**config.mk**
```make
export PLATFORM = sky130hd
export DESIGN_NAME = gpio_spi_cfg
export DESIGN_NICKNAME = d
export VERILOG_FILES = /design/src/rtl/gcfg_pkg.sv /design/src/rtl/gcfg_frame_rx.sv /design/src/rtl/gcfg_regs.sv /design/src/rtl/gcfg_pin_mux.sv /design/src/rtl/gcfg_tx_shift.sv /design/src/rtl/gpio_spi_cfg.sv
export SDC_FILE = /design/constraint.sdc
export NUM_CORES = 1
export LEC_CHECK = 0
export BUFFER_PORTS_ARGS = -buffer_cell sky130_fd_sc_hd__buf_2
export CAP_MARGIN = 20
export CORE_UTILIZATION = 50
export DETAILED_ROUTE_END_ITERATION = 10
export PLACE_DENSITY_LB_ADDON = 0.15
export SLEW_MARGIN = 10
export SYNTH_ARGS = -nofsm -noshare
export SYNTH_HDL_FRONTEND = slang
export SYNTH_SLANG_ARGS = --single-unit
```
**constraint.sdc**
```tcl
create_clock -name clk -period 2 [get_ports clk]
set_input_delay 0 -clock clk [delete_from_list [all_inputs] [get_ports clk]]
set_output_delay 0 -clock clk [all_outputs]
set_load 0.005 [all_outputs]
```
**src/rtl/gcfg_pkg.sv**
```systemverilog
package gcfg_pkg;
   localparam logic [3:0] CMD_PROG = 4'b0100;
   localparam logic [3:0] CMD_DATA = 4'b0001;

   typedef struct packed {
      logic       pd_fn;
      logic       rng_fn;
      logic [2:0] alarm_sel;
      logic [3:0] dir;
   } gcfg_cfg_t;

   localparam int CFG_W = $bits(gcfg_cfg_t);
endpackage

```
**src/rtl/gcfg_frame_rx.sv**
```systemverilog
module gcfg_frame_rx #(
   parameter int FRAME_W = 16,
   parameter int SYNC_N  = 2
) (
   input  logic               clk,
   input  logic               rst_n,
   input  logic               csn_i,
   input  logic               sclk_i,
   input  logic               sdi_i,
   output logic               csn_low_o,
   output logic               frame_start_o,
   output logic               frame_end_o,
   output logic               frame_ok_o,
   output logic               sclk_fall_o,
   output logic [FRAME_W-1:0] frame_word_o
);
   localparam int CNT_W = $clog2(FRAME_W + 1);

   logic [SYNC_N-1:0] csn_s, sclk_s, sdi_s;
   logic              csn_prev, sclk_prev;
   logic [CNT_W-1:0]  bit_cnt;
   logic              csn_now, sclk_now, sdi_now, sclk_rise;

   for (genvar s = 0; s < SYNC_N; s++) begin : g_sync
      if (s == 0) begin : g_first
         always_ff @(posedge clk or negedge rst_n)
            if (!rst_n) begin
               csn_s[0]  <= 1'b1;
               sclk_s[0] <= 1'b0;
               sdi_s[0]  <= 1'b0;
            end else begin
               csn_s[0]  <= csn_i;
               sclk_s[0] <= sclk_i;
               sdi_s[0]  <= sdi_i;
            end
      end else begin : g_next
         always_ff @(posedge clk or negedge rst_n)
            if (!rst_n) begin
               csn_s[s]  <= 1'b1;
               sclk_s[s] <= 1'b0;
               sdi_s[s]  <= 1'b0;
            end else begin
               csn_s[s]  <= csn_s[s-1];
               sclk_s[s] <= sclk_s[s-1];
               sdi_s[s]  <= sdi_s[s-1];
            end
      end
   end

   assign csn_now  = csn_s[SYNC_N-1];
   assign sclk_now = sclk_s[SYNC_N-1];
   assign sdi_now  = sdi_s[SYNC_N-1];

   always_ff @(posedge clk or negedge rst_n)
      if (!rst_n) begin
         csn_prev  <= 1'b1;
         sclk_prev <= 1'b0;
      end else begin
         csn_prev  <= csn_now;
         sclk_prev <= sclk_now;
      end

   assign frame_start_o = csn_prev & ~csn_now;
   assign frame_end_o   = ~csn_prev & csn_now;
   assign sclk_rise     = ~sclk_prev & sclk_now & ~csn_now;
   assign sclk_fall_o   = sclk_prev & ~sclk_now & ~csn_now;
   assign csn_low_o     = ~csn_now;
   assign frame_ok_o    = (bit_cnt == CNT_W'(FRAME_W));

   always_ff @(posedge clk or negedge rst_n)
      if (!rst_n) begin
         bit_cnt      <= '0;
         frame_word_o <= '0;
      end else if (frame_start_o) begin
         bit_cnt      <= '0;
         frame_word_o <= '0;
      end else if (sclk_rise && (bit_cnt < CNT_W'(FRAME_W))) begin
         bit_cnt      <= bit_cnt + CNT_W'(1);
         frame_word_o <= {frame_word_o[FRAME_W-2:0], sdi_now};
      end
endmodule

```
**src/rtl/gcfg_regs.sv**
```systemverilog
module gcfg_regs
   import gcfg_pkg::*;
#(
   parameter int FRAME_W = 16,
   parameter int PIN_N   = 4
) (
   input  logic               clk,
   input  logic               rst_n,
   input  logic               frame_start_i,
   input  logic               frame_end_i,
   input  logic               frame_ok_i,
   input  logic [FRAME_W-1:0] frame_word_i,
   output gcfg_cfg_t          cfg_act_o,
   output gcfg_cfg_t          cfg_stage_o,
   output logic [PIN_N-1:0]   out_act_o,
   output logic [PIN_N-1:0]   out_stage_o,
   output logic               rd_en_act_o,
   output logic               rd_load_o,
   output logic               rst_pend_o
);
   localparam int CMD_LSB  = FRAME_W - 4;
   localparam int RSV_LSB  = 10;
   localparam int RST_BIT  = 9;
   localparam int RDEN_BIT = PIN_N;

   logic [3:0] cmd;
   logic       rd_stage, prog_hit, data_hit;

   assign cmd      = frame_word_i[CMD_LSB +: 4];
   assign prog_hit = frame_end_i && frame_ok_i && (cmd == CMD_PROG) &&
                     (frame_word_i[RSV_LSB +: 2] == 2'b00);
   assign data_hit = frame_end_i && frame_ok_i && (cmd == CMD_DATA);

   always_ff @(posedge clk or negedge rst_n)
      if (!rst_n) begin
         cfg_act_o   <= '0;
         cfg_stage_o <= '0;
         out_act_o   <= '0;
         out_stage_o <= '0;
         rd_en_act_o <= 1'b0;
         rd_stage    <= 1'b0;
         rst_pend_o  <= 1'b0;
      end else if (frame_start_i) begin
         if (rst_pend_o) begin
            cfg_act_o   <= '0;
            cfg_stage_o <= '0;
            out_act_o   <= '0;
            out_stage_o <= '0;
            rd_en_act_o <= 1'b0;
            rd_stage    <= 1'b0;
            rst_pend_o  <= 1'b0;
         end else begin
            cfg_act_o   <= cfg_stage_o;
            out_act_o   <= out_stage_o;
            rd_en_act_o <= rd_stage;
         end
      end else if (prog_hit) begin
         if (frame_word_i[RST_BIT]) rst_pend_o <= 1'b1;
         else cfg_stage_o <= gcfg_cfg_t'(frame_word_i[CFG_W-1:0]);
      end else if (data_hit) begin
         out_stage_o <= frame_word_i[PIN_N-1:0];
         rd_stage    <= frame_word_i[RDEN_BIT];
      end

   assign rd_load_o = rd_stage & ~rst_pend_o;
endmodule

```
**src/rtl/gcfg_pin_mux.sv**
```systemverilog
module gcfg_pin_mux
   import gcfg_pkg::*;
#(
   parameter int PIN_N = 4
) (
   input  gcfg_cfg_t        cfg_i,
   input  logic [PIN_N-1:0] out_i,
   input  logic [PIN_N-1:0] gpio_in_i,
   input  logic             alarm_hi_i,
   input  logic             alarm_lo_i,
   output logic [PIN_N-1:0] gpio_out_o,
   output logic [PIN_N-1:0] gpio_oe_o,
   output logic             range_sel_o,
   output logic             pwr_down_o
);
   localparam int HI_PIN  = 0;
   localparam int LO_PIN  = 1;
   localparam int RNG_PIN = 2;
   localparam int PD_PIN  = 3;

   logic [PIN_N-1:0] base_oe, base_out;
   logic             hi_role, lo_role;

   for (genvar p = 0; p < PIN_N; p++) begin : g_pin
      assign base_oe[p]  = cfg_i.dir[p];
      assign base_out[p] = cfg_i.dir[p] & out_i[p];
   end

   assign hi_role = cfg_i.alarm_sel[0] | cfg_i.alarm_sel[1];
   assign lo_role = ~cfg_i.alarm_sel[0] & cfg_i.alarm_sel[2];

   always_comb begin
      gpio_oe_o  = base_oe;
      gpio_out_o = base_out;
      if (cfg_i.pd_fn) begin
         gpio_oe_o[PD_PIN]  = 1'b0;
         gpio_out_o[PD_PIN] = 1'b0;
      end
      if (cfg_i.rng_fn) begin
         gpio_oe_o[RNG_PIN]  = 1'b0;
         gpio_out_o[RNG_PIN] = 1'b0;
      end
      if (hi_role) begin
         gpio_oe_o[HI_PIN]  = 1'b1;
         gpio_out_o[HI_PIN] = cfg_i.alarm_sel[0] ? (alarm_hi_i | alarm_lo_i) : alarm_hi_i;
      end
      if (lo_role) begin
         gpio_oe_o[LO_PIN]  = 1'b1;
         gpio_out_o[LO_PIN] = alarm_lo_i;
      end
   end

   assign pwr_down_o  = cfg_i.pd_fn  & gpio_in_i[PD_PIN];
   assign range_sel_o = cfg_i.rng_fn & gpio_in_i[RNG_PIN];
endmodule

```
**src/rtl/gcfg_tx_shift.sv**
```systemverilog
module gcfg_tx_shift #(
   parameter int FRAME_W = 16,
   parameter int PIN_N   = 4
) (
   input  logic             clk,
   input  logic             rst_n,
   input  logic             frame_start_i,
   input  logic             load_en_i,
   input  logic             sclk_fall_i,
   input  logic             csn_low_i,
   input  logic [PIN_N-1:0] gpio_in_i,
   output logic             sdo_o
);
   logic [FRAME_W-1:0] tx;

   always_ff @(posedge clk or negedge rst_n)
      if (!rst_n)             tx <= '0;
      else if (frame_start_i) tx <= load_en_i ? FRAME_W'(gpio_in_i) : '0;
      else if (sclk_fall_i)   tx <= {tx[FRAME_W-2:0], 1'b0};

   assign sdo_o = csn_low_i & tx[FRAME_W-1];
endmodule

```
**src/rtl/gpio_spi_cfg.sv**
```systemverilog
module gpio_spi_cfg
   import gcfg_pkg::*;
#(
   parameter int FRAME_W = 16,
   parameter int PIN_N   = 4,
   parameter int SYNC_N  = 2
) (
   input  logic             clk,
   input  logic             rst_n,
   input  logic             spi_csn,
   input  logic             spi_sclk,
   input  logic             spi_sdi,
   output logic             spi_sdo,
   input  logic [PIN_N-1:0] gpio_in,
   output logic [PIN_N-1:0] gpio_out,
   output logic [PIN_N-1:0] gpio_oe,
   input  logic             alarm_hi,
   input  logic             alarm_lo,
   output logic             range_sel,
   output logic             pwr_down
);
   if (FRAME_W != 16) begin : g_bad_frame
      $error("gpio_spi_cfg: FRAME_W must be 16");
   end
   if (PIN_N != 4) begin : g_bad_pins
      $error("gpio_spi_cfg: PIN_N must be 4");
   end
   if (SYNC_N < 1) begin : g_bad_sync
      $error("gpio_spi_cfg: SYNC_N must be at least 1");
   end

   logic               csn_low, frame_start, frame_end, frame_ok, sclk_fall;
   logic [FRAME_W-1:0] frame_word;
   gcfg_cfg_t          cfg_act, cfg_stage;
   logic [PIN_N-1:0]   out_act, out_stage;
   logic               rd_en_act, rd_load, rst_pend;

   gcfg_frame_rx #(.FRAME_W(FRAME_W), .SYNC_N(SYNC_N)) u_rx (
      .clk(clk), .rst_n(rst_n), .csn_i(spi_csn), .sclk_i(spi_sclk), .sdi_i(spi_sdi),
      .csn_low_o(csn_low), .frame_start_o(frame_start), .frame_end_o(frame_end),
      .frame_ok_o(frame_ok), .sclk_fall_o(sclk_fall), .frame_word_o(frame_word));

   gcfg_regs #(.FRAME_W(FRAME_W), .PIN_N(PIN_N)) u_regs (
      .clk(clk), .rst_n(rst_n), .frame_start_i(frame_start), .frame_end_i(frame_end),
      .frame_ok_i(frame_ok), .frame_word_i(frame_word), .cfg_act_o(cfg_act),
      .cfg_stage_o(cfg_stage), .out_act_o(out_act), .out_stage_o(out_stage),
      .rd_en_act_o(rd_en_act), .rd_load_o(rd_load), .rst_pend_o(rst_pend));

   gcfg_pin_mux #(.PIN_N(PIN_N)) u_mux (
      .cfg_i(cfg_act), .out_i(out_act), .gpio_in_i(gpio_in), .alarm_hi_i(alarm_hi),
      .alarm_lo_i(alarm_lo), .gpio_out_o(gpio_out), .gpio_oe_o(gpio_oe),
      .range_sel_o(range_sel), .pwr_down_o(pwr_down));

   gcfg_tx_shift #(.FRAME_W(FRAME_W), .PIN_N(PIN_N)) u_tx (
      .clk(clk), .rst_n(rst_n), .frame_start_i(frame_start), .load_en_i(rd_load),
      .sclk_fall_i(sclk_fall), .csn_low_i(csn_low), .gpio_in_i(gpio_in), .sdo_o(spi_sdo));
endmodule

```
==> tab_implementation.tex <==
\begin{tabular}{lr}
\hline
Metric & Value \\
\hline
\multicolumn{2}{l}{\textbf{Outcome}} \\
\quad Result of the run & finished, final reports clean \\
\multicolumn{2}{l}{\textbf{Flow run}} \\
\quad MaxCap Viol Count & 0 \\
\multicolumn{2}{l}{\textbf{Logic synthesis}} \\
\quad Number of enable-type register cells in the synthesized netlist & 0 \\
\quad FFs w/ async S/R, synth & 100\% \\
\quad Mean cell area of the mapped netlist & 10.3 um2 \\
\quad Count of state elements after synthesis & 73 \\
\quad Area contributors post-synth & sky130\_fd\_sc\_hd\_\_dfrtp\_1 58\%, sky130\_fd\_sc\_hd\_\_nand2\_1 9.8\%, sky130\_fd\_sc\_hd\_\_mux2i\_1 4.9\% \\
\quad Unique cell type count in the Yosys netlist & 34 \\
\quad Seq/Total Area, Yosys & between 60\% and 70\% \\
\quad Synthesized net count & 309 \\
\quad Combined area of all synthesized cells & approximately 3000 um2 \\
\quad Fraction of synthesized cell area taken by the top area cell type & between 50\% and 60\% \\
\quad Count of synthesis-stage warnings from yosys & 0 \\
\quad Gate count after technology mapping & a little under 300 \\
\quad Yosys top cell by area & sky130\_fd\_sc\_hd\_\_dfrtp\_1 \\
\quad Ys flop type & sky130\_fd\_sc\_hd\_\_dfrtp\_1 \\
\multicolumn{2}{l}{\textbf{Floorplanning}} \\
\quad Die height & approximately 80 um \\
\quad Starting density of the core & 51.6\% \\
\quad Full die area & approximately 6400 um2 \\
\quad Die boundary width & $\sim$80 um \\
\quad Number of ports placed on the die boundary & 22 \\
\quad Placeable core region & 5890 um2 \\
\quad Standard-cell row count & 28 \\
\multicolumn{2}{l}{\textbf{STA}} \\
\quad Setup violators final & 0 \\
\quad Worst clock skew on the final layout & just over 0.008 ns \\
\quad Worst-Margin Slew & between 0.5 and 0.6 ns \\
\quad Final period utilization & 84.7\% \\
\quad Clock period minus worst slack & around 1.7 ns \\
\quad RSZ-0062 raised after global routing & no \\
\quad Worst Setup Slack, final & slightly above 0.3 ns \\
\quad Worst relative slew slack & between 60\% and 70\% \\
\quad Setup TNS & 0 ns \\
\quad Count of pins over their slew limit & 0 \\
\quad Fmax achieved & between 500 and 600 MHz \\
\quad Final Hold Viols & 0 \\
\multicolumn{2}{l}{\textbf{Clock tree}} \\
\quad Clock network latency to the later pin of the worst-skew pair & approximately 0.34 ns \\
\quad Maximum root-to-sink buffer count & 2 \\
\quad Clock net sink count & 73 \\
\quad Htree depth & 3 \\
\quad Number of cells upsized or downsized after cts & 0 \\
\quad Clock tree root buffer cell & sky130\_fd\_sc\_hd\_\_clkbuf\_8 \\
\quad CTS Buf Count & 9 \\
\quad Clock tree from TritonCTS & built \\
\quad Clock transition time at the flip-flop clock pins of the worst setup and hold paths & approximately 0.070 ns \\
\multicolumn{2}{l}{\textbf{Setup path}} \\
\quad Endpoint class of the critical path & flop \\
\quad Arrival time reported for the critical path endpoint & 1.92 ns \\
\quad CP Class & flop to flop \\
\quad Required time worst endpoint & roughly 2.2 ns \\
\quad Maximum fanout along the worst path & 9 \\
\quad Element type at the critical path start & flop \\
\multicolumn{2}{l}{\textbf{Routing}} \\
\quad Total wirelength of the detailed-routed design & 5.25 mm \\
\quad DRC & 0 \\
\quad DRT antenna net count & 0 \\
\quad Initial drt markers & 76 \\
\quad Met1 WL & 2.82 mm \\
\quad Avg WL per Cell & 12.9 um \\
\quad Top layer reached by signal wires & met4 \\
\quad First-pass DRT Iterations & 4 \\
\quad Via-per-instance ratio & 5.03 \\
\quad Met2 Wirelength & approximately 2.2 mm \\
\quad Metal3 WL & $\sim$160 um \\
\quad Via count of the routed design & $\sim$2,000 \\
\multicolumn{2}{l}{\textbf{Global route}} \\
\quad Global-route usage over all layers & between 15 and 20\% \\
\quad Global-route congestion overflow total & 0 \\
\quad First-pass GRT wire length & 9.25 mm \\
\quad Initial antenna violation count & 0 \\
\quad Vias in the first global route & roughly 2,000 \\
\quad Pin count of the biggest net entering global routing & 50 \\
\multicolumn{2}{l}{\textbf{Finish}} \\
\quad Commonest cells after routing, fill and taps aside & 79 x sky130\_fd\_sc\_hd\_\_nand2\_1, 70 x sky130\_fd\_sc\_hd\_\_dfrtp\_1, 23 x sky130\_fd\_sc\_hd\_\_a21oi\_1, 22 x sky130\_fd\_sc\_hd\_\_buf\_2, 19 x sky130\_fd\_sc\_hd\_\_o21ai\_0 \\
\quad Commonest non-fill, non-tap cell in the layout & sky130\_fd\_sc\_hd\_\_nand2\_1 \\
\quad Total inserted antenna cells & 0 \\
\quad Share of layout cells above drive strength 1 & roughly 15\% \\
\quad Summed area of non-filler cells in the final layout & approximately 3500 um2 \\
\quad Final core utilization & 59.2\% \\
\quad Final \#Nets & 340 \\
\quad Syn-to-layout area delta & 14.7\% \\
\multicolumn{2}{l}{\textbf{Place}} \\
\quad Port-buffer cells & 21 \\
\quad Worst setup slack after placement & roughly 0.17 ns \\
\quad HPWL Detailed & between 3 and 4 mm \\
\quad Placed cell areas & 3230 um2 \\
\quad Final weighted congestion in routability-driven placement & about 0.70 \\
\multicolumn{2}{l}{\textbf{Pwr}} \\
\quad Design internal power & 2.06 mW \\
\quad Combinational Power Share & 5.0\% \\
\quad Max VDD drop & $\sim$0.36 mV \\
\quad Switching component of the power & between 600 and 700 uW \\
\quad Power Dens Cells & about 770 nW/um2 \\
\quad Fraction of power spent switching nets & about a quarter \\
\quad Sequential power share & between 50\% and 60\% \\
\quad Leakage & approximately 1.7 nW \\
\quad Share of power burned in the clock network & 38.3\% \\
\multicolumn{2}{l}{\textbf{Hold path}} \\
\quad Path category of the worst min-delay check & input port to flop \\
\hline
\end{tabular}
-- path summary, 6_finish.rpt --
check	start	to	slack, ns	cells after the start
worst min-delay path	gpio_in[1]	u_tx.tx[1]	0.03	3
worst max register to register	u_rx.bit_cnt[0]	u_regs.cfg_stage_o[3]	0.31	6
worst min register to register	u_rx.sdi_s[0]	u_rx.sdi_now	0.35	0
min in group asynchronous	rst_n	u_regs.cfg_act_o[1]	0.18	2
max in group asynchronous	rst_n	u_rx.csn_prev	1.11	3
worst max-delay path	u_rx.bit_cnt[0]	u_regs.cfg_stage_o[3]	0.31	6
-- power groups by stage --
| stage | logic [mW] | clock network, mW | registers (mW) |
|---|---|---|---|
| 4_1_cts | 0.137 | 1.07 | 1.53 |
| 3_3_place_gp | 0.125 | 0 | 1.55 |
| 5_1_grt | 0.153 | 1.13 | 1.53 |
| 2_1_floorplan | 0.0697 | 0 | 1.55 |
| 3_5_place_dp | 0.127 | 0 | 1.55 |
| 6_report | 0.133 | 1.03 | 1.53 |
-- sequential cells by signal, summed over array words and instances (netlist names), 4 cells and up --
name and count:
u_regs.out_act_o 4, u_rx.frame_word_o 16, u_regs.cfg_stage_o 9, u_tx.tx 16
u_rx.bit_cnt 5, u_regs.cfg_act_o 9, u_regs.out_stage_o 4
-- metrics by stage --
| stage | power, mW | instances | hold WS, ns |
|---|---|---|---|
| 5_1_grt | 2.81 | 407 | 0.0235 |
| 2_1_floorplan | 1.62 | 296 | -0.296 |
| 6_report | 2.69 | 407 | 0.0292 |
| 4_1_cts | 2.74 | 405 | 0.0132 |
| 3_5_place_dp | 1.68 | 383 | 0.0252 |
| 3_3_place_gp | 1.68 | 383 | 0.0202 |
-- worst max-delay path: stages (launching register included) --
cell	delay (ns)
sky130_fd_sc_hd__dfrtp_1	0.41
sky130_fd_sc_hd__inv_1	0.10
sky130_fd_sc_hd__ha_1	0.14
sky130_fd_sc_hd__nor4b_1	0.42
sky130_fd_sc_hd__nand4b_1	0.14
sky130_fd_sc_hd__buf_4	0.22
sky130_fd_sc_hd__mux2i_1	0.13
-- timing repair --
action                     CTS  global route
setup endpoints to repair    0             5
hold buffers                 6             0
buffers inserted             0             1
hold endpoints to repair    29             0
-- final cells by class --
cell class	count	area [um2]
Multi-Input combinational cell	191	1080
Fill cell	537	2400
Clock buffer	11	151
Timing Repair Buffer	35	235
Inverter	17	63.8
Clock inverter	5	30.0
Tap cell	75	93.8
Sequential cell	73	1830
-- metal layers --
metal,GRT usage (%),up-vias
li1,-,1056
met1,26.3,961
met2,28.9,24
met3,5.14,7
met4,8.04,0
met5,0,-
-- cells by family (layout without fill, tap and decap cells) --
| family | count (synthesis) | after routing | share of synthesized area [%] |
|---|---|---|---|
| adders and majority gates | 2 | 2 | 0.823 |
| and+or+nand+nor | 112 | 112 | 17.5 |
| AOI/OAI and AO/OA | 62 | 62 | 12.4 |
| muxes | 15 | 15 | 4.94 |
| DFF | 73 | 73 | 60.2 |
| buffers and inverters | 32 | 68 | 4.16 |
-- Yosys cell counts, types with 3 or more instances --
| cell type | number |
|---|---|
| sky130_fd_sc_hd__a21oi_1 | 23 |
| sky130_fd_sc_hd__a22o_1 | 12 |
| sky130_fd_sc_hd__a22oi_1 | 3 |
| sky130_fd_sc_hd__and2_1 | 4 |
| sky130_fd_sc_hd__clkbuf_1 | 12 |
| sky130_fd_sc_hd__dfrtp_1 | 70 |
| sky130_fd_sc_hd__dfstp_2 | 3 |
| sky130_fd_sc_hd__inv_1 | 17 |
| sky130_fd_sc_hd__mux2i_1 | 15 |
| sky130_fd_sc_hd__nand2_1 | 79 |
| sky130_fd_sc_hd__nor2_1 | 3 |
| sky130_fd_sc_hd__nor2b_1 | 6 |
| sky130_fd_sc_hd__o21ai_0 | 19 |
| sky130_fd_sc_hd__or3_1 | 3 |
(Power assumes the default switching activity.)
